$ cat config.mk
export PLATFORM = sky130hd
export DESIGN_NAME = spi_regbridge
export DESIGN_NICKNAME = d
export VERILOG_FILES = /design/src/rtl/spi_regbridge_pkg.sv /design/src/rtl/spi_regbridge_sync.sv /design/src/rtl/spi_regbridge_shifter.sv /design/src/rtl/spi_regbridge_regs.sv /design/src/rtl/spi_regbridge.sv
export SDC_FILE = /design/constraint.sdc
export NUM_CORES = 1
export LEC_CHECK = 0
export BUFFER_PORTS_ARGS = -buffer_cell sky130_fd_sc_hd__buf_4
export CAP_MARGIN = 0
export CORE_MARGIN = 5
export CORE_UTILIZATION = 47
export DETAILED_ROUTE_END_ITERATION = 10
export GPL_ROUTABILITY_DRIVEN = 0
export GPL_TIMING_DRIVEN = 0
export PLACE_DENSITY_LB_ADDON = 0.15
export SYNTH_ARGS = -nofsm -noshare
export SYNTH_HDL_FRONTEND = slang
export SYNTH_SLANG_ARGS = --single-unit
$ cat constraint.sdc
create_clock -name clk -period 3.1 [get_ports clk]
set_clock_uncertainty 0.2 [all_clocks]
set_input_delay 0.62 -clock clk [delete_from_list [all_inputs] [get_ports clk]]
set_output_delay 0.62 -clock clk [all_outputs]
set_load 0.005 [all_outputs]
$ cat src/rtl/spi_regbridge_pkg.sv
package spi_regbridge_pkg;
  localparam int BYTE_W = 8;
  localparam int WORD_W = 16;
  localparam int DIR_BIT = 3;
  localparam int FRAME_BYTES = 3;

  typedef enum logic [1:0] {
    BREG_ADDR_LO = 2'd0,
    BREG_ADDR_HI = 2'd1,
    BREG_BANK    = 2'd2,
    BREG_PORT    = 2'd3
  } breg_e;
endpackage

$ cat src/rtl/spi_regbridge_sync.sv
module spi_regbridge_sync #(
  parameter int W = 1,
  parameter int STAGES = 2,
  parameter logic [W-1:0] RST_VAL = '0
) (
  input  logic         clk,
  input  logic         rst_n,
  input  logic [W-1:0] d,
  output logic [W-1:0] q
);
  localparam int CHAIN_W = W * STAGES;

  logic [CHAIN_W-1:0] chain;

  always_ff @(posedge clk or negedge rst_n) begin
    if (!rst_n) chain <= {STAGES{RST_VAL}};
    else        chain <= {chain[CHAIN_W-W-1:0], d};
  end

  assign q = chain[CHAIN_W-1 -: W];
endmodule

$ cat src/rtl/spi_regbridge_shifter.sv
module spi_regbridge_shifter
  import spi_regbridge_pkg::*;
(
  input  logic              clk,
  input  logic              rst_n,
  input  logic              sclk_s,
  input  logic              mosi_s,
  input  logic              cs_n_s,
  input  logic [WORD_W-1:0] reply_word,
  output logic              miso,
  output logic [1:0]        cur_reg,
  output logic              frame_valid,
  output logic [1:0]        frame_reg,
  output logic              frame_rd,
  output logic [WORD_W-1:0] frame_data
);
  logic              sclk_q, cs_q;
  logic [2:0]        bit_cnt;
  logic [2:0]        byte_cnt;
  logic [BYTE_W-2:0] rx_sh;
  logic [BYTE_W-1:0] tx_sh;
  logic [BYTE_W-1:0] rx_byte;
  logic [BYTE_W-1:0] lo_q, hi_q;
  logic [1:0]        reg_q;
  logic              rd_q;
  logic              rise, fall, active, cs_fall, cs_rise;

  assign rise    = sclk_s & ~sclk_q;
  assign fall    = ~sclk_s & sclk_q;
  assign active  = ~cs_n_s;
  assign cs_fall = cs_q & ~cs_n_s;
  assign cs_rise = ~cs_q & cs_n_s;
  assign rx_byte = {rx_sh, mosi_s};

  always_ff @(posedge clk or negedge rst_n) begin
    if (!rst_n) begin
      sclk_q      <= 1'b0;
      cs_q        <= 1'b1;
      bit_cnt     <= '0;
      byte_cnt    <= '0;
      rx_sh       <= '0;
      tx_sh       <= '0;
      lo_q        <= '0;
      hi_q        <= '0;
      reg_q       <= '0;
      rd_q        <= 1'b0;
      frame_valid <= 1'b0;
    end else begin
      sclk_q      <= sclk_s;
      cs_q        <= cs_n_s;
      frame_valid <= 1'b0;
      if (cs_fall) begin
        bit_cnt  <= '0;
        byte_cnt <= '0;
        tx_sh    <= '0;
      end else if (cs_rise) begin
        frame_valid <= (byte_cnt == 3'(FRAME_BYTES));
      end else if (active) begin
        if (rise) begin
          rx_sh   <= rx_byte[BYTE_W-2:0];
          bit_cnt <= bit_cnt + 3'd1;
          if (bit_cnt == 3'd7) begin
            case (byte_cnt)
              3'd0: begin
                reg_q <= rx_byte[1:0];
                rd_q  <= rx_byte[DIR_BIT];
              end
              3'd1:    lo_q <= rx_byte;
              3'd2:    hi_q <= rx_byte;
              default: ;
            endcase
            if (byte_cnt != 3'(FRAME_BYTES + 1)) byte_cnt <= byte_cnt + 3'd1;
          end
        end else if (fall) begin
          if (bit_cnt == 3'd0) begin
            case (byte_cnt)
              3'd1:    tx_sh <= reply_word[BYTE_W-1:0];
              3'd2:    tx_sh <= reply_word[WORD_W-1:BYTE_W];
              default: tx_sh <= '0;
            endcase
          end else begin
            tx_sh <= {tx_sh[BYTE_W-2:0], 1'b0};
          end
        end
      end
    end
  end

  assign miso       = active & tx_sh[BYTE_W-1];
  assign cur_reg    = reg_q;
  assign frame_reg  = reg_q;
  assign frame_rd   = rd_q;
  assign frame_data = {hi_q, lo_q};
endmodule

$ cat src/rtl/spi_regbridge_regs.sv
module spi_regbridge_regs
  import spi_regbridge_pkg::*;
#(
  parameter int ADDR_HI_W = 8,
  parameter int SEL_W = 2,
  localparam int ADDR_W = WORD_W + ADDR_HI_W
) (
  input  logic              clk,
  input  logic              rst_n,
  input  logic              frame_valid,
  input  logic [1:0]        frame_reg,
  input  logic              frame_rd,
  input  logic [WORD_W-1:0] frame_data,
  input  logic [1:0]        cur_reg,
  output logic [WORD_W-1:0] reply_word,
  output logic              bus_req,
  output logic              bus_we,
  output logic [ADDR_W-1:0] bus_addr,
  output logic [SEL_W-1:0]  bus_sel,
  output logic [WORD_W-1:0] bus_wdata,
  input  logic [WORD_W-1:0] bus_rdata,
  input  logic              bus_done
);
  logic [WORD_W-1:0]    addr_lo;
  logic [ADDR_HI_W-1:0] addr_hi;
  logic [SEL_W-1:0]     bank;
  logic [WORD_W-1:0]    hold;
  logic                 port_hit;

  assign port_hit = frame_valid && (breg_e'(frame_reg) == BREG_PORT) && !bus_req;

  always_ff @(posedge clk or negedge rst_n) begin
    if (!rst_n) begin
      addr_lo   <= '0;
      addr_hi   <= '0;
      bank      <= '0;
      hold      <= '0;
      bus_req   <= 1'b0;
      bus_we    <= 1'b0;
      bus_addr  <= '0;
      bus_sel   <= '0;
      bus_wdata <= '0;
    end else begin
      if (frame_valid && !frame_rd) begin
        case (breg_e'(frame_reg))
          BREG_ADDR_LO: addr_lo <= frame_data;
          BREG_ADDR_HI: addr_hi <= frame_data[ADDR_HI_W-1:0];
          BREG_BANK:    bank    <= frame_data[SEL_W-1:0];
          default:      ;
        endcase
      end
      if (port_hit) begin
        bus_req   <= 1'b1;
        bus_we    <= !frame_rd;
        bus_addr  <= {addr_hi, addr_lo};
        bus_sel   <= bank;
        bus_wdata <= frame_data;
      end else if (bus_req && bus_done) begin
        bus_req <= 1'b0;
        if (!bus_we) hold <= bus_rdata;
      end
    end
  end

  always_comb begin
    reply_word = '0;
    case (breg_e'(cur_reg))
      BREG_ADDR_LO: reply_word = addr_lo;
      BREG_ADDR_HI: reply_word[ADDR_HI_W-1:0] = addr_hi;
      BREG_BANK:    reply_word[SEL_W-1:0] = bank;
      default:      reply_word = hold;
    endcase
  end
endmodule

$ cat src/rtl/spi_regbridge.sv
module spi_regbridge
  import spi_regbridge_pkg::*;
#(
  parameter int ADDR_HI_W = 8,
  parameter int SEL_W = 2,
  parameter int SYNC_STAGES = 2
) (
  input  logic                    clk,
  input  logic                    rst_n,
  input  logic                    spi_sclk,
  input  logic                    spi_mosi,
  input  logic                    spi_cs_n,
  output logic                    spi_miso,
  output logic                    bus_req,
  output logic                    bus_we,
  output logic [ADDR_HI_W+15:0]   bus_addr,
  output logic [SEL_W-1:0]        bus_sel,
  output logic [15:0]             bus_wdata,
  input  logic [15:0]             bus_rdata,
  input  logic                    bus_done
);
  logic [2:0]        pins_s;
  logic [WORD_W-1:0] reply_word;
  logic [1:0]        cur_reg;
  logic              frame_valid;
  logic [1:0]        frame_reg;
  logic              frame_rd;
  logic [WORD_W-1:0] frame_data;

  spi_regbridge_sync #(
    .W(3), .STAGES(SYNC_STAGES), .RST_VAL(3'b100)
  ) u_sync (
    .clk(clk), .rst_n(rst_n),
    .d({spi_cs_n, spi_mosi, spi_sclk}),
    .q(pins_s)
  );

  spi_regbridge_shifter u_shift (
    .clk(clk), .rst_n(rst_n),
    .sclk_s(pins_s[0]), .mosi_s(pins_s[1]), .cs_n_s(pins_s[2]),
    .reply_word(reply_word),
    .miso(spi_miso),
    .cur_reg(cur_reg),
    .frame_valid(frame_valid),
    .frame_reg(frame_reg),
    .frame_rd(frame_rd),
    .frame_data(frame_data)
  );

  spi_regbridge_regs #(
    .ADDR_HI_W(ADDR_HI_W), .SEL_W(SEL_W)
  ) u_regs (
    .clk(clk), .rst_n(rst_n),
    .frame_valid(frame_valid),
    .frame_reg(frame_reg),
    .frame_rd(frame_rd),
    .frame_data(frame_data),
    .cur_reg(cur_reg),
    .reply_word(reply_word),
    .bus_req(bus_req),
    .bus_we(bus_we),
    .bus_addr(bus_addr),
    .bus_sel(bus_sel),
    .bus_wdata(bus_wdata),
    .bus_rdata(bus_rdata),
    .bus_done(bus_done)
  );
endmodule

==> impl_metrics.env <==
export IMPL_h_tree_depth=4
export IMPL_drtIter0Drc=129
export IMPL_combPwrFrac=0.070
export IMPL_power_total_mw=4.27
export IMPL_cellLeakagePower_nw=3.59
export IMPL_maxCapViolations=0
export IMPL_max_stage_delay_ps=520
export IMPL_path_class="reg2reg"
export IMPL_fp_dieW_um=120
export IMPL_timing_fmax_mhz=447
export IMPL_drt_vias_per_instance=5.38
export IMPL_syn_cell_area_um2=5720
export IMPL_die_y_um=120
export IMPL_start_util=0.478
export IMPL_async_reset_ff_frac=1.00
export IMPL_crit_buf_inv=2
export IMPL_min_path_type="in2reg"
export IMPL_cts_root_buffer="clkbuf_16"
export IMPL_synth_seq_cells=135
export IMPL_std_cell_rows=40
export IMPL_coreArea_um2=12000
export IMPL_postCtsSetupRepairBufs=0
export IMPL_path_max_fanout=8
export IMPL_critical_path_required_ps=3200
export IMPL_ir_drop_mv=0.435
export IMPL_grt_first_pass_wirelength_um=19400
export IMPL_first_pass_iters=4
export IMPL_synth_edff_count=0
export IMPL_critPathTopFamily="simple AND/OR/NAND/NOR gates"
export IMPL_grt_max_degree=84
export IMPL_hold_viol=0
export IMPL_p_seq_frac=0.453
export IMPL_wire_per_inst_um=18.6
export IMPL_grt_pass1_vias=3627
export IMPL_yosysWarnings=0
export IMPL_synth_area_leader_cell="dfrtp_1"
export IMPL_finalNetCount=500
export IMPL_yosysSeqAreaShare=0.591
export IMPL_via_count=3372
export IMPL_yosys_area_top_type_share=0.578
export IMPL_gr_total_overflow=0
export IMPL_netSwitchingPower_mw=0.985
export IMPL_insertion_delay_ps=410
export IMPL_synth_cells=380
export IMPL_setup_viol=0
export IMPL_drive_gt1_frac=0.354
export IMPL_postRouteAntennaNets=0
export IMPL_p_int_mw=3.28
export IMPL_avgSynthCellArea_um2=15.0
export IMPL_worstPathArrival_ps=2330
export IMPL_antenna_found_initial=0
export IMPL_relSlewSlack=0.604
export IMPL_period_share=0.722
export IMPL_worstPathCellList="inv_1 -> ha_1 -> and4bb_1 -> buf_6 -> and3_4 -> nand2_8 -> mux2_4"
export IMPL_dp_cells=594
export IMPL_clkSinkCount=135
export IMPL_rsz0062_at_grt="false"
export IMPL_clk_pin_slew_ps=50
export IMPL_fin_setup_tns_ps=0
export IMPL_critPathSlowestCell="dfstp_2"
export IMPL_finalNonFillerCells=627
export IMPL_pin_count=67
export IMPL_cts_path_max_buffers=2
export IMPL_finalWirelength_um=11700
export IMPL_p_sw_frac=0.231
export IMPL_final_cell_area_um2=7050
export IMPL_top_register="u_regs.bus_addr"
export IMPL_synth_ff_type="dfrtp_1"
export IMPL_fin_crit_ps=2240
export IMPL_tightest_slew_ps=593
export IMPL_drc=0
export IMPL_startpoint_type="flop"
export IMPL_critPathCaptureType="flop"
export IMPL_fp_dieArea_um2=14500
export IMPL_outcome="complete, no violations"
export IMPL_dpl_instance_area_um2=6430
export IMPL_antennaDiodeCount=0
export IMPL_syn_to_final_growth_pct=23.2
export IMPL_numCtsBuffers=17
export IMPL_power_density_nw_per_um2=606
export IMPL_port_buffers=66
export IMPL_largest_reg_flops=24
export IMPL_slew_viol_final=0
export IMPL_dp_hpwl_um=8390
export IMPL_ys_types=45
export IMPL_clkPwrFrac=0.477
export IMPL_syn_num_nets=413
export IMPL_synthTopCellsByArea="dfrtp_1, mux2_1, mux2_4"
export IMPL_cts_tree="done"
export IMPL_grt_util_all_layers=0.174
==> cells in the mapped netlist, types with 2 or more instances <==
cell type,instances
nand2_1,5
a22o_1,9
nand3_1,7
mux2i_1,6
a32oi_1,6
nor2_1,2
ha_1,11
nor3b_1,3
nor2b_1,2
mux4_2,2
a22oi_1,8
buf_4,3
mux2_4,19
nand2b_1,4
o21ai_1,10
nand2_8,2
o21bai_1,2
buf_2,10
dfrtp_1,132
mux2_1,68
mux2_2,23
o21ai_0,11
dfstp_2,3
clkbuf_1,2
inv_1,9
nand3_2,2
==> power groups by stage <==
stage                     logic [mW]  clock network, mW  registers [mW]
after floorplan                0.199                  0            1.93
after global placement         0.288                  0            1.96
after detailed placement       0.306                  0            1.96
after CTS                      0.307               2.07            1.93
after global routing           0.351               2.15            1.94
final                          0.301               2.03            1.93
==> cells in the final DEF, fill, tap and decap left out, types with 2 or more instances in the layout <==
cell	n
nand3_1	7
o21bai_1	2
clkbuf_1	2
nor3b_1	3
nand2_8	2
dfstp_2	3
mux2_4	19
nand2_1	5
mux2_2	23
nor2_1	2
buf_4	68
a22o_1	9
ha_1	11
o21ai_0	11
mux4_2	2
mux2_1	68
clkinvlp_4	4
nand2b_1	4
a32oi_1	6
dfrtp_1	132
clkbuf_16	17
bufinv_16	3
nand3_2	2
mux2i_1	6
nor2b_1	2
clkbuf_8	2
a22oi_1	8
buf_2	10
o21ai_1	10
inv_1	9
clkinv_2	5
buf_6	2
==> path summary, 6_finish.rpt <==
check                                     start             endpoint  slack [ps]  cells after the start
worst max-delay path               u_shift.cs_q      u_shift.hi_q[3]         860                      7
worst min-delay path                   spi_mosi      u_sync.chain[1]         110                      1
worst max register to register     u_shift.cs_q      u_shift.hi_q[3]         860                      7
worst min register to register  u_sync.chain[0]      u_sync.chain[3]         150                      0
max in group asynchronous                 rst_n         u_shift.cs_q        1370                      3
min in group asynchronous                 rst_n  u_regs.bus_wdata[4]         530                      2
==> cell families (layout without fill, tap and decap cells) <==
group,count (synthesis),in the layout,synth area share
DFF,135,135,0.591
muxes,118,118,0.247
AOI/OAI and AO/OA,51,51,0.0611
and+or+nand+nor,39,39,0.0534
buffers and inverters,26,126,0.0225
adders and majority gates,11,11,0.0241
==> worst reg2reg max path: stages (launching register included) <==
cell,delay [ps]
dfstp_2,520
inv_1,60
ha_1,260
and4bb_1,220
buf_6,150
and3_4,290
nand2_8,110
mux2_4,310
==> per-stage QoR <==
stage	util	setup slack [ps]	hold WS, ps
final	0.589	860	114
after global routing	0.589	783	90.4
after CTS	0.589	844	95.9
after detailed placement	0.537	854	136
after global placement	0.535	733	136
after floorplan	-	977	124
==> cell type report <==
class | instances | area (µm²)
Clock buffer | 19 | 453
Inverter | 10 | 37.5
Multi-Input combinational cell | 219 | 2210
Fill cell | 961 | 4920
Buffer | 16 | 91.3
Sequential cell | 135 | 3380
Clock inverter | 13 | 154
Tap cell | 147 | 184
Timing Repair Buffer | 68 | 537
==> metal layers <==
metal	vias to the layer above	routed length, µm	track usage
met5	-	0	0
met2	67	5670	0.275
met1	1714	5310	0.231
met3	21	470	0.0510
li1	1570	-	-
met4	0	213	0.0609
==> timing repair <==
action | in CTS | in global routing
endpoints found under the setup margin | 0 | 0
gates resized for setup | 0 | 0
hold endpoints to repair | 52 | 0
hold buffers | 1 | 0
(Power assumes the default switching activity.)
